--- src/rtl/irp_pkg.sv ---
// Package: shared constants for the indirect register access port.
// Assumes a 3-bit host select and an 8-bit internal address with the
// direction flag in its top bit.
package irp_pkg;
    localparam int SEL_W   = 3;
    localparam int HOST_DW = 32;
    localparam int WORD_W  = 16;
    localparam int IADR_W  = 8;
    localparam int DIR_POS = 7;

    // host register selects
    localparam logic [SEL_W-1:0] SEL_STAT = 3'd0;
    localparam logic [SEL_W-1:0] SEL_ADDR = 3'd1;
    localparam logic [SEL_W-1:0] SEL_D0   = 3'd2;
    localparam logic [SEL_W-1:0] SEL_D1   = 3'd3;
    localparam logic [SEL_W-1:0] SEL_D2   = 3'd4;
    localparam logic [SEL_W-1:0] SEL_D3   = 3'd5;

    // status field positions
    localparam int ST_BUSY = 0;
    localparam int ST_RUN  = 1;
    localparam int ST_ERR  = 2;

    localparam int N_HOLD = 4;
endpackage

--- src/rtl/irp_host_if.sv ---
// Module: host register window. Decodes single-cycle host requests, keeps
// the holding registers and the run bit, and returns registered read data.
// Assumes host_valid is high for at most one request per cycle.
module irp_host_if
    import irp_pkg::*;
#(
    parameter int DW = HOST_DW,
    parameter int WW = WORD_W,
    parameter int AW = IADR_W
) (
    input  logic             clk,
    input  logic             rst_n,
    input  logic             host_valid,
    input  logic             host_write,
    input  logic [SEL_W-1:0] host_sel,
    input  logic [DW-1:0]    host_wdata,
    input  logic             xfer_busy,
    input  logic             xfer_err,
    input  logic [AW-1:0]    xfer_addr,
    input  logic             rd_load,
    input  logic [WW-1:0]    rd_word,
    output logic [DW-1:0]    host_rdata,
    output logic             host_rvalid,
    output logic             addr_wr,
    output logic [AW-1:0]    addr_val,
    output logic             stat_wr,
    output logic             bank_run,
    output logic [WW-1:0]    lo_word,
    output logic [WW-1:0]    hi_word
);
    logic          wr_acc;
    logic          rd_acc;
    logic [DW-1:0] hold_q [N_HOLD];
    logic [DW-1:0] stat_word;
    logic [DW-1:0] rd_mux;

    assign wr_acc   = host_valid && host_write;
    assign rd_acc   = host_valid && !host_write;
    assign addr_wr  = wr_acc && (host_sel == SEL_ADDR);
    assign addr_val = host_wdata[AW-1:0];
    assign stat_wr  = wr_acc && (host_sel == SEL_STAT);
    assign lo_word  = hold_q[0][WW-1:0];
    assign hi_word  = hold_q[1][WW-1:0];

    // Holding registers: host writes, read completion replaces register 0
    always_ff @(posedge clk) begin
        if (!rst_n) begin
            for (int i = 0; i < N_HOLD; i++) hold_q[i] <= '0;
        end else begin
            for (int i = 0; i < N_HOLD; i++) begin
                if (i == 0 && rd_load)
                    hold_q[i] <= DW'(rd_word);
                else if (wr_acc && host_sel == SEL_W'(int'(SEL_D0) + i))
                    hold_q[i] <= host_wdata;
            end
        end
    end

    // Run bit: follows bit ST_RUN of every status write
    always_ff @(posedge clk) begin
        if (!rst_n)      bank_run <= 1'b0;
        else if (stat_wr) bank_run <= host_wdata[ST_RUN];
    end

    // Status word assembly
    always_comb begin
        stat_word          = '0;
        stat_word[ST_BUSY] = xfer_busy;
        stat_word[ST_RUN]  = bank_run;
        stat_word[ST_ERR]  = xfer_err;
    end

    // Read multiplexer over the host window
    always_comb begin
        case (host_sel)
            SEL_STAT: rd_mux = stat_word;
            SEL_ADDR: rd_mux = DW'(xfer_addr);
            SEL_D0:   rd_mux = hold_q[0];
            SEL_D1:   rd_mux = hold_q[1];
            SEL_D2:   rd_mux = hold_q[2];
            SEL_D3:   rd_mux = hold_q[3];
            default:  rd_mux = '0;
        endcase
    end

    // Registered read response
    always_ff @(posedge clk) begin
        if (!rst_n) begin
            host_rdata  <= '0;
            host_rvalid <= 1'b0;
        end else begin
            host_rvalid <= rd_acc;
            if (rd_acc) host_rdata <= rd_mux;
        end
    end


    rvalid_follow_chk: assert property (@(posedge clk) disable iff (!rst_n)
        rd_acc |=> host_rvalid);

    rvalid_quiet_chk: assert property (@(posedge clk) disable iff (!rst_n)
        !rd_acc |=> !host_rvalid);
endmodule

--- src/rtl/irp_xfer_seq.sv ---
// Module: transfer sequencer. Accepts an address write when idle, holds
// busy for BUSY_CYCLES cycles, pulses done on the last one and keeps a
// sticky error for address writes that arrive while busy.
// Assumes BUSY_CYCLES >= 1.
module irp_xfer_seq #(
    parameter int BUSY_CYCLES = 4,
    parameter int AW          = 8,
    parameter int DIR_BIT     = 7
) (
    input  logic          clk,
    input  logic          rst_n,
    input  logic          start,
    input  logic [AW-1:0] start_addr,
    input  logic          err_clr,
    output logic          busy,
    output logic          done,
    output logic          is_read,
    output logic [AW-1:0] cur_addr,
    output logic          err
);
    localparam int              CNT_W    = $clog2(BUSY_CYCLES + 1);
    localparam logic [CNT_W-1:0] CNT_LOAD = CNT_W'(BUSY_CYCLES - 1);

    logic [CNT_W-1:0] cnt_q;
    logic             accept;
    logic             reject;

    assign accept  = start && !busy;
    assign reject  = start && busy;
    assign done    = busy && (cnt_q == '0);
    assign is_read = cur_addr[DIR_BIT];

    // Busy window counter
    always_ff @(posedge clk) begin
        if (!rst_n) begin
            busy  <= 1'b0;
            cnt_q <= '0;
        end else if (accept) begin
            busy  <= 1'b1;
            cnt_q <= CNT_LOAD;
        end else if (done) begin
            busy  <= 1'b0;
        end else if (busy) begin
            cnt_q <= cnt_q - 1'b1;
        end
    end

    // Address register: captured only for accepted starts
    always_ff @(posedge clk) begin
        if (!rst_n)      cur_addr <= '0;
        else if (accept) cur_addr <= start_addr;
    end

    // Sticky collision flag, cleared by a status write
    always_ff @(posedge clk) begin
        if (!rst_n)       err <= 1'b0;
        else if (reject)  err <= 1'b1;
        else if (err_clr) err <= 1'b0;
    end


    start_accept_chk: assert property (@(posedge clk) disable iff (!rst_n)
        (start && !busy) |=> (busy && cur_addr == $past(start_addr)));

    done_clear_chk: assert property (@(posedge clk) disable iff (!rst_n)
        done |=> !busy);

    start_reject_chk: assert property (@(posedge clk) disable iff (!rst_n)
        (start && busy) |=> (err && $stable(cur_addr)));

    err_sticky_chk: assert property (@(posedge clk) disable iff (!rst_n)
        (err && !err_clr) |=> err);
endmodule

--- src/rtl/irp_reg_bank.sv ---
// Module: internal word bank. DEPTH words of WW bits with an even/odd pair
// write, a combinational read and a hold-in-reset input.
// Assumes DEPTH is a power of two of at least 2.
module irp_reg_bank #(
    parameter int DEPTH = 16,
    parameter int WW    = 16
) (
    input  logic                     clk,
    input  logic                     rst_n,
    input  logic                     run,
    input  logic                     wr_en,
    input  logic [$clog2(DEPTH)-1:0] wr_idx,
    input  logic [WW-1:0]            wr_lo,
    input  logic [WW-1:0]            wr_hi,
    input  logic [$clog2(DEPTH)-1:0] rd_idx,
    output logic [WW-1:0]            rd_data
);
    localparam int IDX_W = $clog2(DEPTH);

    logic [DEPTH-1:0][WW-1:0] words;
    logic                     pair_en;
    logic [IDX_W-1:0]         partner;

    assign pair_en = !wr_idx[0];
    assign partner = wr_idx | IDX_W'(1);
    assign rd_data = words[rd_idx];

    generate
        for (genvar g = 0; g < DEPTH; g++) begin : g_word
            logic [WW-1:0] q;
            // One word: cleared while held, else lo or pair-hi write
            always_ff @(posedge clk) begin
                if (!rst_n || !run)
                    q <= '0;
                else if (wr_en && wr_idx == IDX_W'(g))
                    q <= wr_lo;
                else if (wr_en && pair_en && partner == IDX_W'(g))
                    q <= wr_hi;
            end
            assign words[g] = q;
        end
    endgenerate


    hold_zero_chk: assert property (@(posedge clk) disable iff (!rst_n)
        !run |=> (rd_data == '0));

    write_lo_chk: assert property (@(posedge clk) disable iff (!rst_n)
        (wr_en && run) |=> (words[$past(wr_idx)] == $past(wr_lo)));
endmodule

--- src/rtl/ind_reg_port.sv ---
// Module: indirect register access port top. Connects the host window,
// the transfer sequencer and the internal bank.
// Assumes DEPTH is a power of two no larger than 128.
module ind_reg_port
    import irp_pkg::*;
#(
    parameter int DEPTH       = 16,
    parameter int BUSY_CYCLES = 4
) (
    input  logic               clk,
    input  logic               rst_n,
    input  logic               host_valid,
    input  logic               host_write,
    input  logic [SEL_W-1:0]   host_sel,
    input  logic [HOST_DW-1:0] host_wdata,
    output logic [HOST_DW-1:0] host_rdata,
    output logic               host_rvalid
);
    localparam int IDX_W = $clog2(DEPTH);

    logic              addr_wr;
    logic [IADR_W-1:0] addr_val;
    logic              stat_wr;
    logic              bank_run;
    logic [WORD_W-1:0] lo_word;
    logic [WORD_W-1:0] hi_word;
    logic              busy;
    logic              done;
    logic              is_read;
    logic [IADR_W-1:0] cur_addr;
    logic              err;
    logic [WORD_W-1:0] rd_word;
    logic [IDX_W-1:0]  idx;

    assign idx = cur_addr[IDX_W-1:0];

    irp_host_if #(.DW(HOST_DW), .WW(WORD_W), .AW(IADR_W)) u_host (
        .clk        (clk),
        .rst_n      (rst_n),
        .host_valid (host_valid),
        .host_write (host_write),
        .host_sel   (host_sel),
        .host_wdata (host_wdata),
        .xfer_busy  (busy),
        .xfer_err   (err),
        .xfer_addr  (cur_addr),
        .rd_load    (done && is_read),
        .rd_word    (rd_word),
        .host_rdata (host_rdata),
        .host_rvalid(host_rvalid),
        .addr_wr    (addr_wr),
        .addr_val   (addr_val),
        .stat_wr    (stat_wr),
        .bank_run   (bank_run),
        .lo_word    (lo_word),
        .hi_word    (hi_word)
    );

    irp_xfer_seq #(.BUSY_CYCLES(BUSY_CYCLES), .AW(IADR_W), .DIR_BIT(DIR_POS)) u_seq (
        .clk       (clk),
        .rst_n     (rst_n),
        .start     (addr_wr),
        .start_addr(addr_val),
        .err_clr   (stat_wr),
        .busy      (busy),
        .done      (done),
        .is_read   (is_read),
        .cur_addr  (cur_addr),
        .err       (err)
    );

    irp_reg_bank #(.DEPTH(DEPTH), .WW(WORD_W)) u_bank (
        .clk    (clk),
        .rst_n  (rst_n),
        .run    (bank_run),
        .wr_en  (done && !is_read),
        .wr_idx (idx),
        .wr_lo  (lo_word),
        .wr_hi  (hi_word),
        .rd_idx (idx),
        .rd_data(rd_word)
    );
endmodule

--- config.mk ---
export PLATFORM = sky130hd
export DESIGN_NAME = ind_reg_port
export DESIGN_NICKNAME = d
export VERILOG_FILES = /design/src/rtl/irp_pkg.sv /design/src/rtl/irp_host_if.sv /design/src/rtl/irp_xfer_seq.sv /design/src/rtl/irp_reg_bank.sv /design/src/rtl/ind_reg_port.sv
export SDC_FILE = /design/constraint.sdc
export NUM_CORES = 1
export LEC_CHECK = 0
export BUFFER_PORTS_ARGS = -buffer_cell sky130_fd_sc_hd__buf_4
export CAP_MARGIN = 20
export CELL_PAD_IN_SITES_DETAIL_PLACEMENT = 1
export CELL_PAD_IN_SITES_GLOBAL_PLACEMENT = 1
export CORE_ASPECT_RATIO = 1.1
export CORE_MARGIN = 1
export CORE_UTILIZATION = 25
export DETAILED_ROUTE_END_ITERATION = 8
export GPL_TIMING_DRIVEN = 0
export HOLD_SLACK_MARGIN = 0.12
export PLACE_DENSITY = 0.55
export SLEW_MARGIN = 20
export SYNTH_ARGS = -nofsm -noshare
export SYNTH_HDL_FRONTEND = slang
export SYNTH_SLANG_ARGS = --single-unit
--- constraint.sdc ---
create_clock -name clk -period 5.6 [get_ports clk]
set_input_delay 1.12 -clock clk [delete_from_list [all_inputs] [get_ports clk]]
set_output_delay 1.12 -clock clk [all_outputs]
set_load 0.1 [all_outputs]
# Yosys cells after proc, flatten, opt, wreduce, memory -nomap -nowiden
# Memories as Yosys holds them, arrays and structs flattened.
# Index checks and enable logic that the tools add are counted.
# totals
ramBits	128
input_bits	39
mem_count	1
output_inout_bits	33
register_bits	303
# classes
eq_ne	28
n_lt_le_gt_ge	1
reduce_logical	66
n_bitwise	7
n_addsub	1
n_mux	57
# memory_table
name	words	word_bits	read_ports	rd_ports_with_merged_regs	write_ports	line_no	rtl
u_host.hold_q	4	32	4	0	4	irp_host_if.sv:33	logic [DW-1:0] hold_q [N_HOLD];
# op_table
op	n
two-way mux 16 bit	26
case mux 32 bit (6 select lines)	1
two-way mux 32 bit	5
binary-select mux 16 bit (select 4 bit)	1
logical AND 1 bit	39
equality test 4 bit (second input constant)	8
nonzero test 2 bit	12
two-way mux 1 bit	21
equality test 3 bit (second input constant)	6
equality test 4 x 3 -> 1 bit (second input constant)	4
equality test 3 x 2 -> 1 bit (second input constant)	4
logical NOT 3 bit	3
equality test 4 x 2 -> 1 bit (second input constant)	2
logical NOT 4 bit	2
equality test 3 x 1 -> 1 bit (second input constant)	2
logical NOT 1 bit	6
two-way mux 2 bit	3
< comparator 4 x 5 -> 1 bit (second input constant)	1
OR 1 bit	5
equality test 4 x 1 -> 1 bit (second input constant)	1
AND reduction 2 bit	2
subtractor 3 x 1 -> 3 bit (second input constant)	1
!= test 2 x 1 -> 1 bit (second input constant)	1
inverter 1 bit	2
other kinds (2)	2

# Depth between registers and ports, before layout
# Gate-level depths: netlist of the first run.
# logic_depth
ltp_word	8
mapped_depth	9

# Modules after synthesis
# From an unflattened synthesis of the first run, not the netlist that was laid out.
# hier_totals
cells_unflattened	2148
area_unflattened_um2	21076.5
# modules_own_cells
mod	n_inst	area_per_inst_um2	cells_per_inst	seq_area_each_um2
irp_reg_bank	1	13020.0	1501	5124.9
irp_host_if	1	7483.4	590	4524.3
irp_xfer_seq	1	556.8	55	260.2
ind_reg_port	1	16.3	2	0.0

# Least setup slack after synthesis of the first run
# OpenSTA, ideal clock, no wires.
# synth_timing
path_kind	in2reg
from	input port host_sel[0]
to	memory u_host.hold_q[2][0] (netlist bit), enable pin
arrival_ns	3.984
path_slack_ns	1.151
stages	3
path_buffers	1
required_time_ns	5.134
cell_sequence	buf_2 or3_1 o21ai_0
# synth_lines
item	line_no	rtl
start, declared	ind_reg_port.sv:14	input logic [SEL_W-1:0] host_sel,
end, declared	irp_host_if.sv:33	

==> results of run 1 <==
==> worst max-delay path, stage by stage, from the launching register on <==
cell      delay, ps
dfxtp_1         300
buf_2           160
buf_2           370
clkbuf_1        840
mux4_2          430
a22oi_1         400
a31oi_1         150
==> final cells by class <==
| type | count | area [um^2] | area share |
|---|---|---|---|
| clock inverter | 17 | 170.2 | 0.007690 |
| sequential | 431 | 9910 | 0.4478 |
| multi-input combinational | 1027 | 7950 | 0.3593 |
| clock buffer | 76 | 1501 | 0.06785 |
| timing repair buffer | 79 | 656.9 | 0.02969 |
| tap | 954 | 1194 | 0.05394 |
| inverter | 5 | 18.77 | 0.0008482 |
| buffer | 148 | 726.9 | 0.03285 |
==> worst max-delay path by stage <==
stage / startpoint / endpoint / slack (ps) / cells past startpoint
after floorplan: host_sel[0] / u_host.hold_q[2][0]$_SDFFCE_PN0P_ / 1150 / 3
after global placement: host_sel[2] / u_host.hold_q[3][18]$_SDFFCE_PN0P_ / -1040 / 5
after detailed placement: host_sel[0] / u_host.hold_q[0][29]$_SDFFCE_PN0P_ / 2160 / 7
after CTS: u_seq.cur_addr[1]$_SDFFE_PN0P_ / u_host.hold_q[0][10]$_SDFFCE_PN0P_ / 2660 / 6
after global routing: u_seq.cur_addr[1]$_SDFFE_PN0P_ / u_host.hold_q[0][8]$_SDFFCE_PN0P_ / 2510 / 6
final: u_seq.cur_addr[1]$_SDFFE_PN0P_ / u_host.hold_q[0][10]$_SDFFCE_PN0P_ / 2620 / 6
==> metrics by stage <==
step                      power (mW)  hold WS (ps)  std cells  TNS [ps]  worst slack [ps]
after global routing           7.215         489.7       2737         0              2513
after global placement         3.706         453.9       2636    -96260             -1043
final                          6.994         453.1       2737         0              2623
after CTS                      7.084         457.7       2737         0              2661
after detailed placement       3.721         449.3       2644         0              2160
after floorplan                3.559         454.6       1611         0              1151
==> layer usage <==
metal,GRT usage,share of wire,vias to the layer above
li1,-,-,6173
met1,0.2021,0.42,6701
met2,0.2984,0.51,262
met3,0.02456,0.037,111
met4,0.06424,0.033,2
met5,0,0.00030,-
==> registers in the layout (all words and copies together), names as in the netlist <==
name / cells
u_bank.g_word.q: 256
u_host.hold_q: 128
u_seq.busy: 1
u_host.host_rvalid: 1
u_seq.cnt_q: 3
u_host.host_rdata: 32
u_seq.cur_addr: 8
u_seq.err: 1
u_host.bank_run: 1
==> cell usage in the layout (no fill, tap or decap), types with 4 or more instances in the layout <==
master	count
dfxtp_1	303
nor2_1	269
mux2i_1	149
a211oi_1	128
edfxtp_1	128
and2_1	114
buf_4	91
clkbuf_1	89
a22oi_1	88
mux4_2	66
clkbuf_16	52
buf_2	41
nand2_1	35
a21o_1	26
a21boi_0	23
o211ai_1	17
nor2b_1	17
a31oi_1	16
clkbuf_8	11
mux2_2	10
buf_6	9
buf_1	7
a21boi_1	7
o21ai_0	7
nor3_4	6
clkinv_1	6
inv_1	5
mux2i_2	5
clkinv_2	5
a21oi_1	4
==> power by group <==
part           total (mW)  switching, mW  internal [mW]  leakage, nW
clock network        3.34           1.36           1.98        0.818
registers            3.30         0.0228           3.27         3.68
logic               0.353          0.254         0.0998         2.33
==> logic make-up (layout without fill, tap and decap cells) <==
kind of cell	Yosys count	count (layout)	synth area share
buffers and inverters	153	325	0.04020
AND/OR/NAND/NOR	465	465	0.1238
XOR/XNOR	1	1	0.0004722
AO/OA/AOI/OAI	329	329	0.1308
adder cells (fa/ha/maj)	2	2	0.001349
flip-flops	431	431	0.5341
multiplexers	230	230	0.1693
==> summary.md, run 1 <==
| Metric | Value |
|---|---|
| Unrepaired setup endpoints after global routing | `false` |
| Asr flop ratio synth | `0` |
| Port Buf Inserts | `71` |
| Worst R2R End | `u_host.hold_q[0][10]$_SDFFCE_PN0P_` |
| Worst endpoint required time | `5900 ps` |
| Max_slew headroom | `0.1948` |
| Hold depth | `2` |
| Design area | `22130 um^2` |
| Hold_buf cts | `0` |
| Register bit total from synthesis | `approximately 430` |
| Avg Inst Size Synth | `around 12 um^2` |
| WL/cell | `22.85 um` |
| Vias in the first global route | `14450` |
| Syn. warnings | `0` |
| Vias | `13250` |
| DR iter-0 viols | `649` |
| Number of CTS-inserted buffers | `51` |
| Sink of the worst hold path | `u_host.host_rdata[13]$_SDFFE_PN0P_` |
| Layout cells sized above 1 | `0.1778` |
| Yosys top cell by area | `dfxtp_1` |
| Mapped Cells | `1611` |
| Antenna fix cells | `0` |
| Post-synth top area share | `0.3269` |
| Final Max Tran Viols | `0` |
| Crit start category | `flip-flop` |
| Core Util, Final | `0.3020` |
| Clock skew | `28.03 ps` |
| Reg-to-reg critical path startpoint | `u_seq.cur_addr[1]$_SDFFE_PN0P_` |
| Die width | `261.7 um` |
| Final routed DRC violation total | `0` |
| DP HPWL | `46.76 mm` |
| CTS root buf | `clkbuf_16` |
| Fill cells | `8067` |
| Post-CTS sizing | `0` |
| CORE AREA | `73260 um^2` |
| WL final | `62.54 mm` |
| CTS tree | `yes` |
| Worst Path Max Fanout | `10` |
| Period utilization | `0.5317` |
| WS Path Type | `flip-flop to flip-flop` |
| Placer Congestion | `0.8284` |
| Area growth from synthesis to layout | `19.27%` |
| FF-to-FF setup slack | `~2600 ps` |
| Die Span Y | `between 200 and 300 um` |
| Pwr dens | `between 300 and 400 nW/um^2` |
| R2R cell count | `6` |
| Worst-path clk slew | `60 ps` |
| Clk sink count | `between 400 and 500` |
| Skew-Pair Late Insertion Delay | `610 ps` |
| # rows | `104` |
| Post-CTS Setup Repair Bufs | `0` |
| Routed Antenna Nets | `0` |
| Largest net degree at the start of global routing | `18` |
| Max VDD drop | `0.2271 mV` |
| WP data arrival | `3280 ps` |
| Most frequent cells after synthesis | `dfxtp_1, nor2_1, mux2i_1` |
| Via density | `4.841` |
| Net Count, Synth | `1652` |
| Clock Path Buffers | `3` |
| Final setup fails | `0` |
| Hold path startpoint | `u_host.host_rdata[13]$_SDFFE_PN0P_` |
| Min-delay worst type | `flip-flop to flip-flop` |
| Number of synthesized flops with an enable pin | `approximately 130` |
| Initial antenna violation count | `1` |
| Nets@finish | `between 1500 and 2000` |
| Mapped Area | `between 15000 and 20000 um^2` |
| Static leakage | `6.830 nW` |
| First-pass GRT wire length | `between 90 and 100 mm` |
| Register area share after synthesis | `0.5341` |
| Fmax achieved | `335.9 MHz` |
| Worst-margin pin slew | `1174 ps` |
| Post-DP Area | `between 20000 and 25000 um^2` |
| Max-cap violation count | `0` |
| Period minus WS final | `2977 ps` |
| GRT Util Overall | `0.1678` |
| Unique masters post-synth | `50` |
| Status | `finished clean` |
| CP Capture Type | `flip-flop` |
| Initial core utilization | `0.2532` |
| H-tree levels | `2` |
| Hold Violations, Final | `0` |
| Total grt overflow | `0` |
| DRT Pass-1 Iters | `6` |
| Die footprint | `75310 um^2` |
| Top cells by area, synth | `dfxtp_1, edfxtp_1, mux2i_1` |
| Count leader, synth | `dfxtp_1` |
| Ys flop type | `dfxtp_1` |
| Top-level I/O count | `72` |
Power figures use the tool's default switching activity.
==> run 2, diff against run 1 <==
Clock period 5.6 ns to 3 ns, I/O delays scaled along.
==> summary.md, run 2 (synthesis results as in run 1) <==
| Metric | Value |
|---|---|
| Number of CTS-inserted buffers | `50 (was 51)` |
| DR iter-0 viols | `596 (was 649)` |
| Static leakage | `6.825 nW (was 6.830 nW)` |
| Met2 usage in global routing | `0.2978 (was 0.2984)` |
| Final setup fails | `0 (unchanged)` |
| Hold Violations, Final | `0 (unchanged)` |
| Vias in the first global route | `14590 (was 14450)` |
| Clock skew | `22.78 ps (was 28.03 ps)` |
| Die width | `261.7 um (unchanged)` |
| Layout cells sized above 1 | `0.1788 (was 0.1778)` |
| Commonest non-fill, non-tap cell in the layout | `dfxtp_1 (unchanged)` |
| Max-cap violation count | `0 (unchanged)` |
| Die footprint | `75310 um^2 (unchanged)` |
| Post-CTS Setup Repair Bufs | `0 (unchanged)` |
| Met3 Use GR | `0.02571 (was 0.02456)` |
| Critical path's largest stage delay | `740 ps (was 840 ps)` |
| NetSw | `3.032 mW (was 1.639 mW)` |
| First-pass GRT wire length | `94.10 mm (was 93.40 mm)` |
| Slowest cell on the critical path | `clkbuf_1 (unchanged)` |
| Hold_buf cts | `0 (unchanged)` |
| Top delay family on crit path | `buffers and inverters (unchanged)` |
| Max VDD drop | `0.4232 mV (was 0.2271 mV)` |
| CTS tree | `yes (unchanged)` |
| WS Path Type | `flip-flop to flip-flop (unchanged)` |
| DRT Pass-1 Iters | `5 (was 6)` |
| CP bufs+invs | `3 (unchanged)` |
| Sw Ratio | `0.2349 (was 0.2344)` |
| CORE AREA | `73260 um^2 (unchanged)` |
| CTS root buf | `clkbuf_16 (unchanged)` |
| Ordered list of cells on the worst path | `buf_2, buf_2, clkbuf_1, mux4_2, a22oi_1, a31oi_1 (unchanged)` |
| P_int | `9.877 mW (was 5.355 mW)` |
| Crit start category | `flip-flop (unchanged)` |
| GRT Util Overall | `0.1684 (was 0.1678)` |
| Worst-margin pin slew | `1174 ps (about the same)` |
| Setup WS post-layout | `62.60 ps (was 2623 ps)` |
| Via density | `4.893 (was 4.841)` |
| # rows | `104 (unchanged)` |
| Worst-path clk slew | `60 ps (about the same)` |
| Max_slew headroom | `0.1950 (was 0.1948)` |
| Post-placement worst setup slack | `70.67 ps (was 2160 ps)` |
| Met1 Track Usage GR | `0.2043 (was 0.2021)` |
| WL/cell | `23.11 um (was 22.85 um)` |
| Clock power frac | `0.471 (was 0.478)` |
| Port Buf Inserts | `71 (unchanged)` |
| Fmax achieved | `340.4 MHz (was 335.9 MHz)` |
| Initial core utilization | `0.2532 (unchanged)` |
| Register Area | `9910 um^2 (unchanged)` |
| Unrepaired setup endpoints after global routing | `false (unchanged)` |
| Post-CTS sizing | `0 (unchanged)` |
| Multi-input logic area | `7956 um^2 (was 7950 um^2)` |
| Period minus WS final | `2937 ps (was 2977 ps)` |
| Largest net degree at the start of global routing | `20 (was 18)` |
| Fill cells | `8116 (was 8067)` |
| Worst Path Max Fanout | `10 (unchanged)` |
| Final Max Tran Viols | `0 (unchanged)` |
| Routed Antenna Nets | `0 (unchanged)` |
| WL final | `63.27 mm (was 62.54 mm)` |
| Largest register by flop count | `u_bank.g_word.q (unchanged)` |
| WP data arrival | `3230 ps (was 3280 ps)` |
| DP HPWL | `46.93 mm (was 46.76 mm)` |
| Skew-Pair Late Insertion Delay | `610 ps (about the same)` |
| Placer Congestion | `0.8239 (was 0.8284)` |
| Clk sink count | `431 (unchanged)` |
| Final routed DRC violation total | `0 (unchanged)` |
| Clock Path Buffers | `3 (unchanged)` |
| Pwr dens | `584.0 nW/um^2 (was 316.1 nW/um^2)` |
| Comb pwr share | `0.052 (was 0.051)` |
| Period utilization | `0.9791 (was 0.5317)` |
| Total power draw | `12.91 mW (was 6.994 mW)` |
| Setup TNS | `0 ps (unchanged)` |
| CP dominant cell by count | `buf_2 (unchanged)` |
| Total grt overflow | `0 (unchanged)` |
| Busiest metal layer after global routing | `met2 (unchanged)` |
| H-tree levels | `2 (unchanged)` |
| Vias | `13400 (was 13250)` |
| Area growth from synthesis to layout | `19.13% (was 19.27%)` |
| Worst endpoint required time | `3300 ps (was 5900 ps)` |
| Nets@finish | `1785 (was 1784)` |
| Status | `finished clean (unchanged)` |
| Top flop regs | `u_bank.g_word.q x256, u_host.hold_q x128, u_host.host_rdata x32 (unchanged)` |
| Antenna fix cells | `0 (unchanged)` |
| Top-level I/O count | `72 (unchanged)` |
| Sequential power share | `0.477 (was 0.471)` |
| Die Span Y | `287.7 um (unchanged)` |
| Initial antenna violation count | `1 (unchanged)` |
| FF-to-FF setup slack | `60 ps (was 2620 ps)` |
| Max reg flops | `256 (unchanged)` |
| Min-delay worst type | `input pin to flip-flop (was flip-flop to flip-flop)` |
| CP Capture Type | `flip-flop (unchanged)` |
| Commonest non-fill, non-tap cells in the layout | `dfxtp_1, nor2_1, mux2i_1, a211oi_1, edfxtp_1 (unchanged)` |
-- run 2: cell count changes in the layout (fill, tap and decap cells not counted), sizes merged --
cell,before,now
clkinvlp,1,0
clkbuf,152,153
inv,6,7
-- run 2: layout make-up --
| cell class | instances | share of cell area |
|---|---|---|
| plain buffers | 148 | 0.03334 |
| clock buffers | 75 | 0.06538 |
| clock inverters | 17 | 0.007869 |
| inverters | 5 | 0.0008491 |
| multi-input cells | 1027 | 0.3600 |
| flip-flops and latches | 431 | 0.4483 |
| well taps | 954 | 0.05400 |
| repair buffers | 81 | 0.03023 |
-- run 2: power by group through the flow --
stage,Combinational (mW),Sequential (mW),Clock [mW]
after CTS,0.675,6.15,6.24
after floorplan,0.268,6.37,0
after global placement,0.637,6.28,0
after global routing,0.709,6.16,6.46
final,0.669,6.15,6.09
after detailed placement,0.673,6.28,0
-- run 2: stage by stage --
stage               area [um^2]  hold slack (ps)  utilization  cells
global placement          20300            452.9       0.2771   2636
detailed placement        20460            458.2       0.2792   2644
finish                    22100            303.8       0.3017   2738
floorplan                 18570            454.6            -   1611
CTS                       22080            273.8       0.3013   2736
global route              22100            295.5       0.3017   2738
-- run 2: routing by layer --
metal | vias up | wire length, um
li1 | 6182 | -
met1 | 6834 | 27140
met2 | 281 | 31740
met3 | 101 | 2299
met4 | 0 | 2090
met5 | - | 0
-- run 2: final timing paths --
kind,start,to,depth (start not counted)
max reg2reg,u_seq.cur_addr[1]$_SDFFE_PN0P_,u_host.hold_q[0][2]$_SDFFCE_PN0P_,6
max,u_seq.cur_addr[1]$_SDFFE_PN0P_,u_host.hold_q[0][2]$_SDFFCE_PN0P_,6
min reg2reg,u_host.host_rdata[16]$_SDFFE_PN0P_,u_host.host_rdata[16]$_SDFFE_PN0P_,2
min,host_wdata[25],u_host.hold_q[3][25]$_SDFFCE_PN0P_,2
